$ cat src/rtl/vpb_pkg.sv
package vpb_pkg;

    localparam int REG_W   = 64;
    localparam int HALF_W  = REG_W / 2;
    localparam int PRIO_W  = 8;

    localparam int B_VALID = 63;
    localparam int B_IDAI  = 62;
    localparam int B_PLAST = 61;
    localparam int B_DIRTY = 60;
    localparam int OC_LO   = 56;
    localparam int OC_HI   = 58;
    localparam int ADDR_LO = 16;
    localparam int ADDR_HI = 51;
    localparam int ADDR_W  = ADDR_HI - ADDR_LO + 1;
    localparam int SH_LO   = 10;
    localparam int SH_HI   = 11;
    localparam int IC_LO   = 7;
    localparam int IC_HI   = 9;

    typedef enum logic {
        SEL_SCHED = 1'b0,
        SEL_PROP  = 1'b1
    } reg_sel_e;

    typedef enum logic [1:0] {
        ACT_STORE   = 2'd0,
        ACT_IGNORE  = 2'd1,
        ACT_SCHED   = 2'd2,
        ACT_DESCHED = 2'd3
    } sched_act_e;

    typedef struct packed {
        logic              wide;
        logic              hi;
        logic [REG_W-1:0]  data;
    } wr_req_t;

    function automatic logic [REG_W-1:0] field_bits(input int lo, input int hi);
        logic [REG_W-1:0] m;
        m = '0;
        for (int i = 0; i < REG_W; i++) begin
            if (i >= lo && i <= hi) m[i] = 1'b1;
        end
        return m;
    endfunction

    function automatic logic [REG_W-1:0] sched_wmask();
        return field_bits(B_VALID, B_VALID) | field_bits(B_IDAI, B_IDAI) |
               field_bits(B_PLAST, B_PLAST) | field_bits(OC_LO, OC_HI) |
               field_bits(ADDR_LO, ADDR_HI) | field_bits(SH_LO, SH_HI) |
               field_bits(IC_LO, IC_HI);
    endfunction

endpackage

$ cat src/rtl/vpb_merge.sv
module vpb_merge
    import vpb_pkg::*;
(
    input  logic [REG_W-1:0] cur,
    input  wr_req_t          req,
    output logic [REG_W-1:0] merged
);
    always_comb begin
        if (req.wide) begin
            merged = req.data;
        end else if (req.hi) begin
            merged = {req.data[HALF_W-1:0], cur[HALF_W-1:0]};
        end else begin
            merged = {cur[REG_W-1:HALF_W], req.data[HALF_W-1:0]};
        end
    end
endmodule

$ cat src/rtl/vpb_sched_rule.sv
module vpb_sched_rule
    import vpb_pkg::*;
(
    input  logic [REG_W-1:0] cur,
    input  logic [REG_W-1:0] cand,
    input  logic             best_vld,
    output sched_act_e       act,
    output logic [REG_W-1:0] nxt,
    output logic             differ
);
    localparam logic [REG_W-1:0] WMASK = sched_wmask();

    logic [REG_W-1:0] kept;
    logic             old_v;
    logic             new_v;

    assign kept  = cand & WMASK;
    assign old_v = cur[B_VALID];
    assign new_v = cand[B_VALID];

    always_comb begin
        nxt    = cur;
        differ = 1'b0;
        act    = ACT_STORE;
        unique case ({old_v, new_v})
            2'b11: begin
                act    = ACT_IGNORE;
                differ = (kept != cur);
            end
            2'b00: begin
                act = ACT_STORE;
                nxt = kept;
            end
            2'b01: begin
                act           = ACT_SCHED;
                nxt           = kept;
                nxt[B_PLAST]  = 1'b1;
            end
            default: begin
                act           = ACT_DESCHED;
                nxt           = kept;
                nxt[B_PLAST]  = best_vld;
            end
        endcase
    end
endmodule

$ cat src/rtl/vpb_read_mux.sv
module vpb_read_mux
    import vpb_pkg::*;
(
    input  logic [REG_W-1:0] sched_q,
    input  logic [REG_W-1:0] prop_q,
    input  logic             sel,
    input  logic             wide,
    input  logic             hi,
    output logic [REG_W-1:0] data
);
    logic [REG_W-1:0] pick;

    assign pick = (reg_sel_e'(sel) == SEL_PROP) ? prop_q : sched_q;

    always_comb begin
        if (wide) begin
            data = pick;
        end else if (hi) begin
            data = {{HALF_W{1'b0}}, pick[REG_W-1:HALF_W]};
        end else begin
            data = {{HALF_W{1'b0}}, pick[HALF_W-1:0]};
        end
    end
endmodule

$ cat src/rtl/vpend_base_ctrl.sv
module vpend_base_ctrl
    import vpb_pkg::*;
(
    input  logic              clk,
    input  logic              rst,
    input  logic              wr_en,
    input  logic              wr_sel,
    input  logic              wr_wide,
    input  logic              wr_hi,
    input  logic [REG_W-1:0]  wr_data,
    input  logic              rd_sel,
    input  logic              rd_wide,
    input  logic              rd_hi,
    output logic [REG_W-1:0]  rd_data,
    input  logic              inv_all,
    input  logic [ADDR_W-1:0] inv_addr,
    input  logic              best_vld,
    input  logic [PRIO_W-1:0] best_prio,
    output logic [PRIO_W-1:0] eff_prio,
    output logic              scan_go,
    output logic              chg_flag
);
    localparam int NREG = 2;

    logic [REG_W-1:0] sched_q;
    logic [REG_W-1:0] prop_q;
    logic [REG_W-1:0] cur_arr    [NREG];
    logic [REG_W-1:0] merged_arr [NREG];
    logic [REG_W-1:0] cand;
    logic [REG_W-1:0] sched_nxt;
    logic             differ;
    sched_act_e       act;
    wr_req_t          req;
    logic             sched_wr;
    logic             prop_wr;
    logic             resident;
    logic             transition;

    assign req      = '{wide: wr_wide, hi: wr_hi, data: wr_data};
    assign sched_wr = wr_en && (reg_sel_e'(wr_sel) == SEL_SCHED);
    assign prop_wr  = wr_en && (reg_sel_e'(wr_sel) == SEL_PROP);

    assign cur_arr[0] = sched_q;
    assign cur_arr[1] = prop_q;

    for (genvar g = 0; g < NREG; g++) begin : g_merge
        vpb_merge u_merge (
            .cur    (cur_arr[g]),
            .req    (req),
            .merged (merged_arr[g])
        );
    end

    assign cand = merged_arr[0];

    vpb_sched_rule u_rule (
        .cur      (sched_q),
        .cand     (cand),
        .best_vld (best_vld),
        .act      (act),
        .nxt      (sched_nxt),
        .differ   (differ)
    );

    vpb_read_mux u_rd (
        .sched_q (sched_q),
        .prop_q  (prop_q),
        .sel     (rd_sel),
        .wide    (rd_wide),
        .hi      (rd_hi),
        .data    (rd_data)
    );

    assign resident   = sched_q[B_VALID] && (sched_q[ADDR_HI:ADDR_LO] == inv_addr);
    assign transition = sched_wr && ((act == ACT_SCHED) || (act == ACT_DESCHED));
    assign eff_prio   = sched_q[B_VALID] ? best_prio : {PRIO_W{1'b1}};

    always_ff @(posedge clk) begin
        if (rst) begin
            sched_q  <= '0;
            prop_q   <= '0;
            scan_go  <= 1'b0;
            chg_flag <= 1'b0;
        end else begin
            scan_go  <= transition || (inv_all && resident);
            chg_flag <= sched_wr && (act == ACT_IGNORE) && differ;
            if (sched_wr) sched_q <= sched_nxt;
            if (prop_wr)  prop_q  <= merged_arr[1];
        end
    end
endmodule

$ cat config.mk
export PLATFORM = sky130hd
export DESIGN_NAME = vpend_base_ctrl
export DESIGN_NICKNAME = d
export VERILOG_FILES = /design/src/rtl/vpb_pkg.sv /design/src/rtl/vpb_merge.sv /design/src/rtl/vpb_sched_rule.sv /design/src/rtl/vpb_read_mux.sv /design/src/rtl/vpend_base_ctrl.sv
export SDC_FILE = /design/constraint.sdc
export NUM_CORES = 1
export LEC_CHECK = 0
export ABC_AREA = 1
export ABC_CLOCK_PERIOD_IN_PS = 4800
export BUFFER_PORTS_ARGS = -buffer_cell sky130_fd_sc_hd__buf_2
export CORE_MARGIN = 2
export CORE_UTILIZATION = 45
export DETAILED_ROUTE_END_ITERATION = 8
export PLACE_DENSITY = 0.7
export SLEW_MARGIN = 5
export SYNTH_ARGS = -nofsm -noshare
export SYNTH_HDL_FRONTEND = slang
export SYNTH_SLANG_ARGS = --single-unit
$ cat constraint.sdc
create_clock -name clk -period 4.8 [get_ports clk]
set_clock_uncertainty 0.2 [all_clocks]
set_input_delay 1.2 -clock clk [delete_from_list [all_inputs] [get_ports clk]]
set_output_delay 1.2 -clock clk [all_outputs]
set_load 0.02 [all_outputs]
# Word level (Yosys, flattened, before mapping)
# Index checks and enable logic that the tools add are counted.
# classes
eq_ne	8
n_mux	11
n_bitwise	2
n_reduce_logical	14
# ops
op	n
$mux 64	6
$pmux 64 s3	1
$ne 64x64->1	1
$eq 36x36->1	1
$mux 32	1
$mux 8	1
$logic_and 1x1->1	7
$eq 2x2->1 const B	3
$pmux 2 s3	1
$reduce_and 2->1	3
$eq 2x1->1 const B	2
$logic_not 2->1	1
$logic_or 1x1->1	2
$ne 2x2->1 const B	1
$not 1->1	2
$reduce_bool 2->1	1
$mux 1	1
# word_totals
ff_bits	130
in_bits	119
output_inout_bits	74

# Logic depth before layout (Yosys ltp)
# depth
ltp_word	8
ltp_mapped	18
mapped_depth_nobuf	15

# By module
# Synthesis repeated with hierarchy kept, for this count alone.
# unflattened
cells_unflattened	2134
area_unflattened_um2	11379.7
# by_module_without_submodules
mod	instances	cells_per_inst	area_per_inst_um2
vpend_base_ctrl	1	728	5381.4
vpb_merge	2	347	1443.9
vpb_sched_rule	1	377	1716.6
vpb_read_mux	1	335	1393.8

# Least setup slack after synthesis
# No wires, ideal clock.
# synth_timing
kind	input port to output port
from	input port rd_sel
to	output port rd_data[2]
t_arrival_ns	2.407
path_slack_ns	0.993
cell_stages	6
path_buffers	2
path_cell_list	buf_2 > clkinv_1 > clkbuf_1 > nand2_1 > o21ai_0 > o21ai_0
# synth_between
elab_chain_len	3
# synth_lines
item	line	text
from (decl)	vpend_base_ctrl.sv:11	input logic rd_sel,
$mux 64 *	vpb_read_mux.sv:13	assign pick = (reg_sel_e'(sel) == SEL_PROP) ? prop_q : sched_q;
$mux 32	vpb_read_mux.sv:18	end else if (hi) begin
$mux 64 *	vpb_read_mux.sv:16	if (wide) begin
to (decl)	vpend_base_ctrl.sv:14	output logic [REG_W-1:0] rd_data,
# Mark *: on every way between the ends. The rest lies on a longest branch, timed or not.

# Final worst setup path
# layout_timing
from	input port rd_sel
to	output port rd_data[31]
# Same word-level chain as after synthesis.

==> impl_metrics.ini <==
[floorplanning]
die_w_um = 129.2
dieArea_mm2 = 0.01668
core_mm2 = 0.01526
pin_count = 193
die_y_um = 129.2
start_util_pct = 46.19
rows = 45

[power]
power_uw = 3123
switching_share_pct = 29.87
internal_power_uw = 2190
p_per_area_mw_per_mm2 = 355.8
power_leakage_uw = 0.004196
clkPwrFrac_pct = 46.4
seqPwrFrac_pct = 33.7
p_sw_uw = 932.8
irDropWorstVdd_mv = 0.2724
combPwrFrac_pct = 19.9

[clock_network]
insertion_delay_ns = 0.42
numCtsBuffers = 17
cts_sinks = 113
ctsHoldBuffers = 0
cts_setup_buffers = 0
cts_tree = done
cts.path.max_buffers = 2
clk_pin_slew_ns = 0.06
cts_resized = 0
htreeDepth = 4
cts-root-buf = clkbuf_16

[logic_synthesis]
ys_seq_area_share_pct = 32.10
synth_compound_area_share_pct = 26.38
synth_edf_count = 0
syn_area_mm2 = 0.007048
synthXorXnorAreaFrac_pct = 2.113
synth.avg_cell_area_um2 = 6.145
synthSimpleGateAreaFrac_pct = 28.71
muxShareOfSynthArea_pct = 0.1420
synth-main-ff-cell = dfxtp_1
synthArstFlopShare_pct = 0
synth.distinct_cells = 36
yosys_warnings = 0
synth_cells = 1147
synth_top_family_by_area = simple AND/OR/NAND/NOR gates
synth-seq-cells = 113
synth.net_count = 1271
synth-adder-area-share_pct = 0.8876

[routing]
ant_nets = 0
via_count = 8588
wl_per_cell_um = 17.93
firstDrtPassIters = 7
wl_um = 27320
initialDrtViolationCount = 1190
vias_per_cell = 5.635
drc = 0

[final_layout]
diodes = 0
final_layout_size_suffix_gt1_share_pct = 20.11
fillers = 1569
nets = 1424
syn2layout_area_growth_pct = 24.52
layout_common_cells = nand2_1, o21ai_0, buf_2
layout_commonest_cell = nand2_1

[sta]
worst_slew_pin_slew_ns = 0.9948
relSlewSlack_pct = 33.52
fin_crit_ns = 4.083
setup_tns_ns = 0
rsz0062_at_grt = no
setup_viol = 0
setup_slack_ns = 0.7165
fmax_mhz = 244.9
finalMaxSlewViolations = 0
fin_crit_sh_pct = 85.07
hold_viol = 0

[worst_setup_path]
critPathLaunchType = primary input
path_class = primary input to primary output
required_ns = 3.40
end_kind = primary output
crit_fanout = 60
worstPathArrival_ns = 2.68
rr_startpoint = sched_q[63]
setup.worst_path.start = rd_sel
cp_slowest_cell = inv_2
crit_buf_inv = 5
slowest_delay_ns = 0.32
critical-path-top-delay-family = buffers and inverters
worstPathCellList = buf_2 -> inv_2 -> buf_12 -> nand2_1 -> o21ai_0 -> nand2_1 -> o21ai_0 -> inv_1 -> buf_2

[placed_design]
place_ws_ns = 0.7713
gp_congestion = 0.9884
port_buffers = 192
hpwlAfterDp_um = 20030

[run_status]
status = finished clean

[hold_path]
min_path_type = flip-flop to flip-flop
min_from = prop_q[26]

[grt]
track_usage_pct = 32.31
overflow = 0
grt_max_degree = 103
grt_pass1_wl_um = 40860
grt_pass1_vias = 7329
antenna_found_initial = 0

[flow_run]
maxCapViolCount = 0
-- sequential cells by signal, indices dropped and copies added, names as in the netlist --
name	flops
scan_go	1
prop_q	64
sched_q	47
chg_flag	1
-- worst paths after layout --
| kind | endpoint | slack, ns | depth (start not counted) |
|---|---|---|---|
| max | rd_data[31] | 0.72 | 9 |
| min | prop_q[26] | 0.26 | 2 |
| max reg2reg | sched_q[44] | 2.33 | 9 |
| min reg2reg | prop_q[26] | 0.26 | 2 |
-- synthesized netlist by cell type (all sizes together) (6+ instances only) --
cell type / n / area (um^2)
nand3: 81 / 405.4
a22oi: 6 / 45.04
a21oi: 102 / 510.5
nand4: 17 / 106.4
o21ai: 211 / 1056
nor2: 119 / 459.2
buf: 32 / 171.4
xnor2: 8 / 70.07
dfxtp: 113 / 2262
inv: 91 / 341.6
clkbuf: 44 / 165.2
xor2: 9 / 78.83
or2: 12 / 75.07
nand2: 255 / 959.7
a31oi: 25 / 156.4
-- metal layers --
metal,GRT usage (%),wire (um)
met1,47.30,12030
met3,4.955,2833
met5,0,0
met2,48.20,11700
met4,11.38,749
-- power by group through the flow --
stage | logic, uW | registers [uW] | clock network, uW
CTS | 611 | 1050 | 1440
detailed placement | 607 | 1070 | 0
finish | 623 | 1050 | 1450
global placement | 602 | 1070 | 0
global route | 684 | 1060 | 1490
floorplan | 390 | 1050 | 0
-- kinds of logic (layout without fill, tap and decap cells) --
group / Yosys count / in the layout
and+or+nand+nor: 487 / 487
AOI/OAI and AO/OA: 356 / 356
buffers and inverters: 168 / 334
DFF: 113 / 113
xor gates and xnor gates: 17 / 17
adders and majority gates: 5 / 5
muxes: 1 / 1
-- worst min-delay path, cell delays in order (launching register included) --
cell and delay [ns]:
dfxtp_1 0.31, nand2_1 0.06, a21oi_1 0.05
-- metrics by stage --
step                      instances  area (um^2)  hold WS (ns)  util, %
after floorplan                1147         7048        0.2378        -
after global placement         1492         8104        0.2506    53.11
after detailed placement       1492         8104        0.2503    53.11
after CTS                      1524         8776        0.2619    57.52
after global routing           1524         8776        0.2889    57.52
final                          1524         8776        0.2640    57.52
-- area by class of cell --
cell class              instances  area (um^2)  area share, %
clock inverters                10        177.7          2.025
flip-flops and latches        113         2262          25.78
inverters                      92        345.3          3.935
well taps                     211        264.0          3.008
clock buffers                  22        494.2          5.632
repair buffers                210         1121          12.77
multi-input cells             866         4111          46.85
Power figures use the tool's default switching activity.
